### src/rtl/tube_seq_pkg.sv
package tube_seq_pkg;

  typedef enum logic [1:0] {
    PH_WARM   = 2'd0,
    PH_SETTLE = 2'd1,
    PH_RUN    = 2'd2
  } phase_t;

  // control -> datapath
  typedef struct packed {
    logic clrTally;
    logic tallyEn;
  } ctl_strobe_t;

  // datapath -> control
  typedef struct packed {
    logic fieldEnd;
    logic tallyFull;
  } dp_flag_t;

endpackage

### src/rtl/tube_seq_dp.sv
module tube_seq_dp
  import tube_seq_pkg::*;
#(
  parameter int SETTLE_FIELDS = 2
) (
  input  logic        clk,
  input  logic        rst_n,
  input  logic        vBlank,
  input  logic        loopSettled,
  input  ctl_strobe_t ctl,
  output dp_flag_t    flags
);

  localparam int TW = (SETTLE_FIELDS > 1) ? $clog2(SETTLE_FIELDS) : 1;
  localparam logic [TW-1:0] LAST = TW'(SETTLE_FIELDS - 1);

  logic          vbPrev;
  logic [TW-1:0] tally;
  logic          fieldEnd;

  assign fieldEnd = vbPrev & ~vBlank;

  always_ff @(posedge clk or negedge rst_n) begin
    if (!rst_n) vbPrev <= 1'b0;
    else        vbPrev <= vBlank;
  end

  always_ff @(posedge clk or negedge rst_n) begin
    if (!rst_n) begin
      tally <= '0;
    end else if (ctl.clrTally) begin
      tally <= '0;
    end else if (ctl.tallyEn && fieldEnd) begin
      if (!loopSettled)       tally <= '0;
      else if (tally != LAST) tally <= tally + 1'b1;
    end
  end

  assign flags.fieldEnd  = fieldEnd;
  assign flags.tallyFull = fieldEnd & loopSettled & (tally == LAST);

endmodule

### src/rtl/tube_seq_ctl.sv
module tube_seq_ctl
  import tube_seq_pkg::*;
(
  input  logic        clk,
  input  logic        rst_n,
  input  logic        storeReset,
  input  logic        senseAbove,
  input  logic        lineScan,
  input  logic        vBlank,
  input  dp_flag_t    flags,
  output ctl_strobe_t ctl,
  output logic        blankLine,
  output logic        monitorPulse,
  output logic        cutoffEnable
);

  phase_t phase, phaseNext;

  always_comb begin
    phaseNext = phase;
    if (storeReset) begin
      phaseNext = PH_WARM;
    end else begin
      unique case (phase)
        PH_WARM:   if (flags.fieldEnd && senseAbove) phaseNext = PH_SETTLE;
        PH_SETTLE: if (flags.tallyFull)              phaseNext = PH_RUN;
        PH_RUN:    phaseNext = PH_RUN;
        default:   phaseNext = PH_WARM;
      endcase
    end
  end

  always_ff @(posedge clk or negedge rst_n) begin
    if (!rst_n) phase <= PH_WARM;
    else        phase <= phaseNext;
  end

  assign ctl.clrTally = (phase != PH_SETTLE) | storeReset;
  assign ctl.tallyEn  = (phase == PH_SETTLE);

  assign blankLine    = lineScan & (phase != PH_RUN);
  assign monitorPulse = vBlank & (phase == PH_WARM);
  assign cutoffEnable = (phase != PH_WARM);

endmodule

### src/rtl/tube_startup_seq.sv
module tube_startup_seq
  import tube_seq_pkg::*;
#(
  parameter int SETTLE_FIELDS = 2
) (
  input  logic clk,
  input  logic rst_n,
  input  logic storeReset,
  input  logic senseAbove,
  input  logic loopSettled,
  input  logic lineScan,
  input  logic vBlank,
  output logic blankLine,
  output logic monitorPulse,
  output logic cutoffEnable
);

  ctl_strobe_t ctl;
  dp_flag_t    flags;

  tube_seq_dp #(.SETTLE_FIELDS(SETTLE_FIELDS)) u_dp (
    .clk         (clk),
    .rst_n       (rst_n),
    .vBlank      (vBlank),
    .loopSettled (loopSettled),
    .ctl         (ctl),
    .flags       (flags)
  );

  tube_seq_ctl u_ctl (
    .clk          (clk),
    .rst_n        (rst_n),
    .storeReset   (storeReset),
    .senseAbove   (senseAbove),
    .lineScan     (lineScan),
    .vBlank       (vBlank),
    .flags        (flags),
    .ctl          (ctl),
    .blankLine    (blankLine),
    .monitorPulse (monitorPulse),
    .cutoffEnable (cutoffEnable)
  );

endmodule

### config.mk
export PLATFORM = sky130hd
export DESIGN_NAME = tube_startup_seq
export DESIGN_NICKNAME = d
export VERILOG_FILES = /design/src/rtl/tube_seq_pkg.sv /design/src/rtl/tube_seq_dp.sv /design/src/rtl/tube_seq_ctl.sv /design/src/rtl/tube_startup_seq.sv
export SDC_FILE = /design/constraint.sdc
export NUM_CORES = 1
export LEC_CHECK = 0
export ABC_CLOCK_PERIOD_IN_PS = 1200
export BUFFER_PORTS_ARGS = -buffer_cell sky130_fd_sc_hd__buf_4
export CAP_MARGIN = 20
export CORE_AREA = 2 2 39 41
export CTS_BUF_LIST = sky130_fd_sc_hd__clkbuf_4 sky130_fd_sc_hd__clkbuf_8
export DETAILED_ROUTE_END_ITERATION = 7
export DIE_AREA = 0 0 41 43
export GPL_TIMING_DRIVEN = 0
export SYNTH_ARGS = -nofsm -noshare
export SYNTH_HDL_FRONTEND = slang
export SYNTH_HIERARCHICAL = 1
export SYNTH_SLANG_ARGS = --single-unit
### constraint.sdc
create_clock -name clk -period 1.2 [get_ports clk]
set_input_delay 0.18 -clock clk [delete_from_list [all_inputs] [get_ports clk]]
set_output_delay 0.18 -clock clk [all_outputs]
set_load 0.02 [all_outputs]
==> flow_metrics.tcl, run 1 <==
set metrics [dict create \
    dp_worst_setup_slack_ps -49.3 \
    tightest_slew_ps 132 \
    grt_pass1_vias 217 \
    syn_area_um2 277 \
    period_needed_ps 1270 \
    final_hold_viol_count 0 \
    htree_levels 1 \
    setup_tns_ps -166 \
    fin_crit_sh_pct 105 \
    yosysWarnings 6 \
    grt_pass1_wl_um 745 \
    slew_headroom_pct 91.0 \
    placementRows 14 \
    layout-drive-gt1-share_pct 54.8 \
    routabilityCongestion 0.681 \
    synth-simple-area-share_pct 27.6 \
    reg2reg_slack_ps -30 \
    drt_iter0_drc 0 \
    synthDistinctLibCells 15 \
    power_density_mw_per_mm2 1860 \
    synth_fa_ha_area_share_pct 13.6 \
    grt_setup_unrepaired "true" \
    end_kind "output pin" \
    numCtsBuffers 3 \
    synth_top_family_by_area "simple AND/OR/NAND/NOR gates" \
    overflow 0 \
    critical_path_class "reg2out" \
    clk_path_buf_depth 2 \
    slew_violations 0 \
    areaGrowthSynthToFinish_pct 57.0 \
    post_drt_via_cell_ratio 3.86 \
    worst_hold_path_type "in2reg" \
    clock-sinks 4 \
    worstPathRequired_ps 1020 \
    maxCapViolations 0 \
    synthXorXnorAreaFrac_pct 0 \
    die-area_mm2 0.00176 \
    die_h_um 43 \
    vias 224 \
    root_buffer "clkbuf_4" \
    yosysSeqAreaShare_pct 36.2 \
    cp-start-kind "flop" \
    status "finished, violations left" \
    synth_compound_area_share_pct 7.24 \
    postPlaceCellArea_um2 364 \
    cp_max_fo 3 \
    fmax_mhz 790 \
    wl_per_cell_um 7.67 \
    initial_utilization_pct 20.0 \
    cts_tree "yes" \
    port_buffers 9 \
    n_antenna_cell 0 \
    io_pins 10 \
    drc_errors 0 \
    place_hpwl_um 380 \
    final_core_util_pct 31.4 \
    final_nets 54 \
    grt_max_degree 5 \
    synth.area.mux_share_pct 7.24 \
    setup_violations 4 \
    antenna_found_initial 0 \
    setup_slack_ps -65.2 \
    die_w_um 41 \
    fp.coreArea_mm2 0.00138 \
    track_usage_pct 6.65 \
    power_leakage_uw 0.000208 \
    ys_seq_elements 4 \
    fin_area_um2 434 \
    drt-total-wl_um 445 \
    skew_ps 1.45 \
    whs_ps 90.0 \
    clkLatencyLatePin_ps 230 \
    postSynthCellCount 28 \
    syn_nets 38 \
    avgSynthCellArea_um2 9.88 \
    violations "negative setup slack" \
    cp.arrival_ps 1090 \
    ant_nets 0 \
    clkTransAtPathRegs_ps 40 \
    ir_drop_mv 0.772 \
    drt_first_pass_iters 1 \
]
## metal layers
layer  routed length (µm)  up-vias  part of all wire [%]  GRT usage, %
met5                    0        -                     0             0
met3                   28        0                   6.3          1.57
met2                  238        5                    53          9.06
met4                    0        0                     0          8.00
li1                     -      117                     -             -
met1                  178      102                    40          7.17
## critical path, cell delays in order, from the launching register on
cell	delay, ps
dfrtp_1	390
inv_2	90
ha_4	140
and2_4	130
buf_6	100
## worst paths after layout
check / startpoint / end / cells after the start
worst max-delay path: u_ctl/phase[0]$_DFFE_PN0P_ / monitorPulse / 4
worst max register to register: u_ctl/phase[1]$_DFFE_PN0P_ / u_ctl/phase[0]$_DFFE_PN0P_ / 5
max in group asynchronous: rst_n / u_ctl/phase[1]$_DFFE_PN0P_ / 2
worst min register to register: u_dp/tally$_DFFE_PN0P_ / u_dp/tally$_DFFE_PN0P_ / 2
worst min-delay path: vBlank / u_dp/vbPrev$_DFF_PN0_ / 1
min in group asynchronous: rst_n / u_dp/tally$_DFFE_PN0P_ / 2
## power breakdown
group / internal [µW] / switching [µW] / total (µW)
sequential: 161 / 22.7 / 184
clock: 111 / 48.2 / 160
combinational: 258 / 207 / 466
total: 531 / 278 / 809
## cell usage after synthesis, drive strengths merged
library cell  n  area (µm²)
and3          1        6.26
a21oi         1        8.76
mux2i         2        20.0
buf           1        7.51
o221a         1        11.3
nand2         4        15.0
ha            3        37.5
nand2b        2        12.5
nor2b         3        28.8
and2          1        6.26
nand3b        1        7.51
inv           4        15.0
dfrtp         4         100
## through the flow
step	instances	power [µW]
finish	58	809
global route	58	878
CTS	58	830
detailed placement	53	548
global placement	53	547
floorplan	28	436
## kinds of logic (layout without fill, tap and decap cells)
group / after synthesis / count (layout)
multiplexers: 2 / 2
flip-flops: 4 / 4
AO/OA/AOI/OAI: 2 / 2
buffers and inverters: 5 / 19
adder cells (fa/ha/maj): 3 / 3
AND/OR/NAND/NOR: 12 / 12
## cell type report
type	count	area (µm²)
flip-flops and latches	4	100
well taps	16	20.0
plain buffers	1	7.51
clock buffers	3	22.5
fillers	147	950
multi-input cells	19	176
repair buffers	11	92.6
inverters	4	15.0
## repair_timing
item                                    4_1_cts  5_1_grt
endpoints found under the setup margin        5        5
buffers inserted                              1        0
hold buffers                                  1        0
resized for setup                             9        0
pin swaps                                     1        1
hold endpoints to repair                      4        0
## state kept, by name, summed over array words and instances, names as in the netlist
register,count
u_dp/tally,1
u_ctl/phase,2
u_dp/vbPrev,1
## cell usage in the layout, fill, tap and decap left out
master,n
and2_4,1
nand3b_1,1
nor2b_4,1
buf_4,9
buf_6,2
ha_4,1
ha_1,1
inv_1,2
dfrtp_1,4
inv_2,2
clkbuf_4,3
nand2_1,4
dlygate4sd3_1,1
nor2b_1,1
nand2b_1,2
o221a_1,1
ha_2,1
a21oi_2,1
nor2b_2,1
and3_4,1
mux2i_1,2
Note: power is estimated with default switching activity, not from simulation.
==> run 2: changes to the inputs <==
--- a/config.mk
+++ b/config.mk
@@ -13,6 +13,7 @@
 export DETAILED_ROUTE_END_ITERATION = 7
 export DIE_AREA = 0 0 41 43
 export GPL_TIMING_DRIVEN = 0
+export PLACE_DENSITY = 0.48
 export SYNTH_ARGS = -nofsm -noshare
 export SYNTH_HDL_FRONTEND = slang
 export SYNTH_HIERARCHICAL = 1
==> flow_metrics.tcl, run 2 (synthesis results as in run 1) <==
set metrics [dict create \
    grt_setup_unrepaired "true" \
    critical_path_class "reg2out" \
    combPwrFrac_pct 60.9 \
    routabilityCongestion 0.599 \
    drt-total-wl_um 504 \
    r2r_end "u_ctl/phase[1]$_DFFE_PN0P_" \
    drt_iter0_drc 0 \
    reg2reg_depth 5 \
    postPlaceCellArea_um2 364 \
    worstPathRequired_ps 1020 \
    die_w_um 41 \
    crit_start "u_ctl/phase[1]$_DFFE_PN0P_" \
    end_kind "output pin" \
    die-area_mm2 0.00176 \
    n_antenna_cell 0 \
    root_buffer "clkbuf_4" \
    largest_reg_flops 2 \
    drt_first_pass_iters 1 \
    slew_violations 0 \
    io_pins 10 \
    grt_pass1_vias 229 \
    sw_frac_of_total_pct 34.6 \
    clkLatencyLatePin_ps 230 \
    maxCapViolations 0 \
    cp-start-kind "flop" \
    largest-register "u_ctl/phase" \
    power_leakage_uw 0.000218 \
    final_nets 55 \
    fp.coreArea_mm2 0.00138 \
    antenna_found_initial 0 \
    violations "negative setup slack" \
    power_density_mw_per_mm2 1940 \
    skew_ps 0.656 \
    vias 226 \
    min_path_cells 1 \
    drc_errors 0 \
    tightest_slew_ps 128 \
    die_h_um 43 \
    place_hpwl_um 392 \
    min_to "u_dp/vbPrev$_DFF_PN0_" \
    finalNonFillerCells 59 \
    clkPwrFrac_pct 18.2 \
    r2r_start "u_ctl/phase[0]$_DFFE_PN0P_" \
    placementRows 14 \
    cp_max_fo 3 \
    worst_hold_path_type "in2reg" \
    clk_path_buf_depth 2 \
    htree_levels 1 \
    initial_utilization_pct 20.0 \
    cts_tree "yes" \
    period_needed_ps 1280 \
    ant_nets 0 \
    status "finished, violations left" \
    setup_violations 5 \
    areaGrowthSynthToFinish_pct 61.5 \
    final_common_cell "buf_4" \
    switchingPower_uw 300 \
    overflow 0 \
    fin_area_um2 447 \
    dp_worst_setup_slack_ps -46.2 \
    seq_area_um2 100 \
    setup_tns_ps -213 \
    fmax_mhz 782 \
    cp.arrival_ps 1100 \
    reg2reg_slack_ps -40 \
    multiInputGateArea_um2 181 \
    post_drt_via_cell_ratio 3.83 \
    track_usage_pct 7.15 \
    min-delay-start "vBlank" \
    wl_per_cell_um 8.54 \
    grt_pass1_wl_um 793 \
    final_cell_mix "10 x buf_4, 4 x nand2_1, 4 x dfrtp_1" \
    ir_drop_mv 0.490 \
    clock-sinks 4 \
    final_hold_viol_count 0 \
    fin_crit_sh_pct 107 \
    p_int_uw 566 \
    n_fill_cell 155 \
    port_buffers 9 \
    p_seq_share_pct 20.9 \
    clkTransAtPathRegs_ps 30 \
    placed_cells 53 \
    layout-drive-gt1-share_pct 53.5 \
    layout_top_registers "u_ctl/phase: 2 flops, u_dp/tally: 1 flops, u_dp/vbPrev: 1 flops" \
    slew_headroom_pct 91.2 \
    numCtsBuffers 3 \
    grt_max_degree 5 \
    setup_slack_ps -78.3 \
]
-- run 2: how the worst max path moves through the flow --
| stage | to | depth (start not counted) |
|---|---|---|
| 2_1_floorplan | u_ctl/phase[0]$_DFFE_PN0P_ | 5 |
| 3_3_place_gp | u_ctl/phase[0]$_DFFE_PN0P_ | 5 |
| 3_5_place_dp | u_ctl/phase[0]$_DFFE_PN0P_ | 5 |
| 4_1_cts | u_ctl/phase[1]$_DFFE_PN0P_ | 5 |
| 5_1_grt | u_ctl/phase[1]$_DFFE_PN0P_ | 5 |
| 6_report | monitorPulse | 4 |
-- run 2: power by group through the flow --
stage                     combinational, µW  clock (µW)  sequential, µW
after floorplan                         258           0             178
after global placement                  368           0             182
after detailed placement                368           0             182
after CTS                               502         170             177
after global routing                    587         170             184
final                                   527         158             181
-- run 2: worst max-delay path, cell delays in order (launching register included) --
cell and delay [ps]:
dfrtp_1 390, inv_2 100, ha_4 140, and2_4 130, buf_6 100
-- run 2: cell type report --
class                           instances  area share, %
Clock buffer                            3           5.04
Timing Repair Buffer                   12           22.4
Inverter                                4           3.36
Multi-Input combinational cell         19           40.6
Tap cell                               16           4.48
Sequential cell                         4           22.4
Buffer                                  1           1.68
-- run 2: per-layer routing --
metal  part of all wire, %  up-vias  routed length, µm  global-route usage [%]
met2                    54        6                270                    9.69
li1                      -      118                  -                       -
met5                     0        -                  0                       0
met4                     0        0                  0                    8.00
met1                    40      102                202                    8.12
met3                   6.2        0                 31                    1.57
-- run 2: per-stage QoR --
step	power [µW]	hold slack (ps)	util [%]
after floorplan	436	-116	-
after global placement	550	-22.8	26.3
after detailed placement	549	-21.8	26.3
after CTS	849	82.8	31.4
after global routing	942	95.7	32.3
final	866	95.6	32.3
-- run 2: what timing repair did --
item | CTS | global route
pin swaps | 1 | 2
endpoints found under the setup margin | 4 | 5
gates cloned | 0 | 0
hold buffers | 1 | 0
hold endpoints to repair | 4 | 0
buffers inserted | 2 | 0
gates resized for setup | 6 | 3
==> run 3: changes to the inputs <==
--- a/config.mk
+++ b/config.mk
@@ -14,6 +14,7 @@
 export DIE_AREA = 0 0 41 43
 export GPL_TIMING_DRIVEN = 0
 export PLACE_DENSITY = 0.48
+export REMOVE_ABC_BUFFERS = 1
 export SYNTH_ARGS = -nofsm -noshare
 export SYNTH_HDL_FRONTEND = slang
 export SYNTH_HIERARCHICAL = 1
==> flow_metrics.tcl, run 3 (synthesis results as in run 1) <==
set metrics [dict create \
    clk_path_buf_depth 2 \
    slew_headroom_pct 91.6 \
    critPathMaxStageDelay_ps 390 \
    drc_errors 0 \
    io_pins 10 \
    postPlaceCellArea_um2 357 \
    route.met2.wl_um 254 \
    fmax_mhz 787 \
    layout-drive-gt1-share_pct 53.7 \
    placementRows 14 \
    layout_top_registers "u_ctl/phase: 2 flops, u_dp/tally: 1 flops, u_dp/vbPrev: 1 flops" \
    finalNonFillerCells 57 \
    grt_max_degree 5 \
    wl_per_cell_um 7.93 \
    clkLatencyLatePin_ps 230 \
    track_usage_pct 7.36 \
    dr_wl_met3_um 30 \
    clkTransAtPathRegs_ps 40 \
    largest_reg_flops 2 \
    maxUsedRoutingLayer "met3" \
    die_h_um 43 \
    status "finished, violations left" \
    routabilityCongestion 0.596 \
    grt_pass1_wl_um 814 \
    wl_met1_um 167 \
    worstPathRequired_ps 1020 \
    fin_crit_sh_pct 106 \
    worst_path_max_delay_cell "dfrtp_1" \
    drt_iter0_drc 1 \
    root_buffer "clkbuf_4" \
    maxCapViolations 0 \
    clock-sinks 4 \
    p_total_uw 812 \
    cp-start-kind "flop" \
    fin_area_um2 422 \
    drt_first_pass_iters 2 \
    critical_path_class "reg2out" \
    cp_cell_sequence "inv_2, ha_4, and2_4, buf_6" \
    placed_cells 52 \
    cts_tree "yes" \
    largest-register "u_ctl/phase" \
    antenna_found_initial 0 \
    final_hold_viol_count 0 \
    ant_nets 0 \
    end_kind "output pin" \
    vias 222 \
    fp.coreArea_mm2 0.00138 \
    skew_ps 2.63 \
    power_leakage_uw 0.000203 \
    cp.arrival_ps 1090 \
    grt_pass1_vias 236 \
    overflow 0 \
    period_needed_ps 1270 \
    post_drt_via_cell_ratio 3.89 \
    die-area_mm2 0.00176 \
    initial_utilization_pct 20.0 \
    grt_setup_unrepaired "true" \
    ir_drop_mv 0.491 \
    cp_max_fo 3 \
    port_buffers 9 \
    n_fill_cell 153 \
    die_w_um 41 \
    power_density_mw_per_mm2 1920 \
    final_nets 53 \
    whs_ps 92.9 \
    violations "negative setup slack" \
    setup_violations 3 \
    final_cell_mix "8 x buf_4, 4 x nand2_1, 4 x dfrtp_1" \
    final_common_cell "buf_4" \
    htree_levels 1 \
    slew_violations 0 \
    setup_slack_ps -71.3 \
    numCtsBuffers 3 \
    n_antenna_cell 0 \
    tightest_slew_ps 123 \
    drt-total-wl_um 452 \
    worst_hold_path_type "in2reg" \
    areaGrowthSynthToFinish_pct 52.5 \
]
run 3: routing by layer:
metal	track usage, %	up-vias
li1	-	114
met1	6.19	103
met2	11.3	5
met3	3.14	0
met4	8.00	0
met5	0	-
run 3: area by class of cell:
cell class                 count  area (µm²)  area share, %
multi-input combinational     19         171           40.7
sequential                     4         100           23.7
timing repair buffer          11        92.6           22.0
clock buffer                   3        22.5           5.34
tap                           16        20.0           4.75
inverter                       4        15.0           3.56
run 3: what timing repair did:
item,in CTS,in global routing
pin swaps,1,0
setup buffers,1,0
hold buffers,1,0
endpoints found under the hold margin,4,0
gates resized for setup,8,1
endpoints found under the setup margin,4,5
run 3: power breakdown:
group,internal (µW),switching [µW]
clock,111,47.3
sequential,161,22.4
combinational,261,208
run 3: worst paths after layout:
kind	start	to	slack (ps)	cells after the start
max	u_ctl/phase[1]$_DFFE_PN0P_	monitorPulse	-70	4
min in group asynchronous	rst_n	u_ctl/phase[0]$_DFFE_PN0P_	290	2
min reg2reg	u_dp/tally$_DFFE_PN0P_	u_dp/tally$_DFFE_PN0P_	540	2
max in group asynchronous	rst_n	u_dp/tally$_DFFE_PN0P_	810	2
max reg2reg	u_ctl/phase[1]$_DFFE_PN0P_	u_ctl/phase[0]$_DFFE_PN0P_	-40	5
min	vBlank	u_dp/vbPrev$_DFF_PN0_	90	1
run 3: per-stage QoR:
step / TNS, ps / utilization (%) / setup slack (ps)
4_1_cts: -251 / 30.5 / -83.9
3_5_place_dp: -49.3 / 25.8 / -49.3
3_3_place_gp: -85.4 / 25.8 / -67.8
6_report: -174 / 30.5 / -71.3
5_1_grt: -527 / 30.5 / -139
2_1_floorplan: 0 / - / 16.6
run 3: critical path: cells and delay by family (launching register included):
| kind | cells | cell delay [ps] |
|---|---|---|
| simple gates | 1 | 130 |
| fa+ha+maj | 1 | 140 |
| flops | 1 | 390 |
| buf+inv | 2 | 190 |
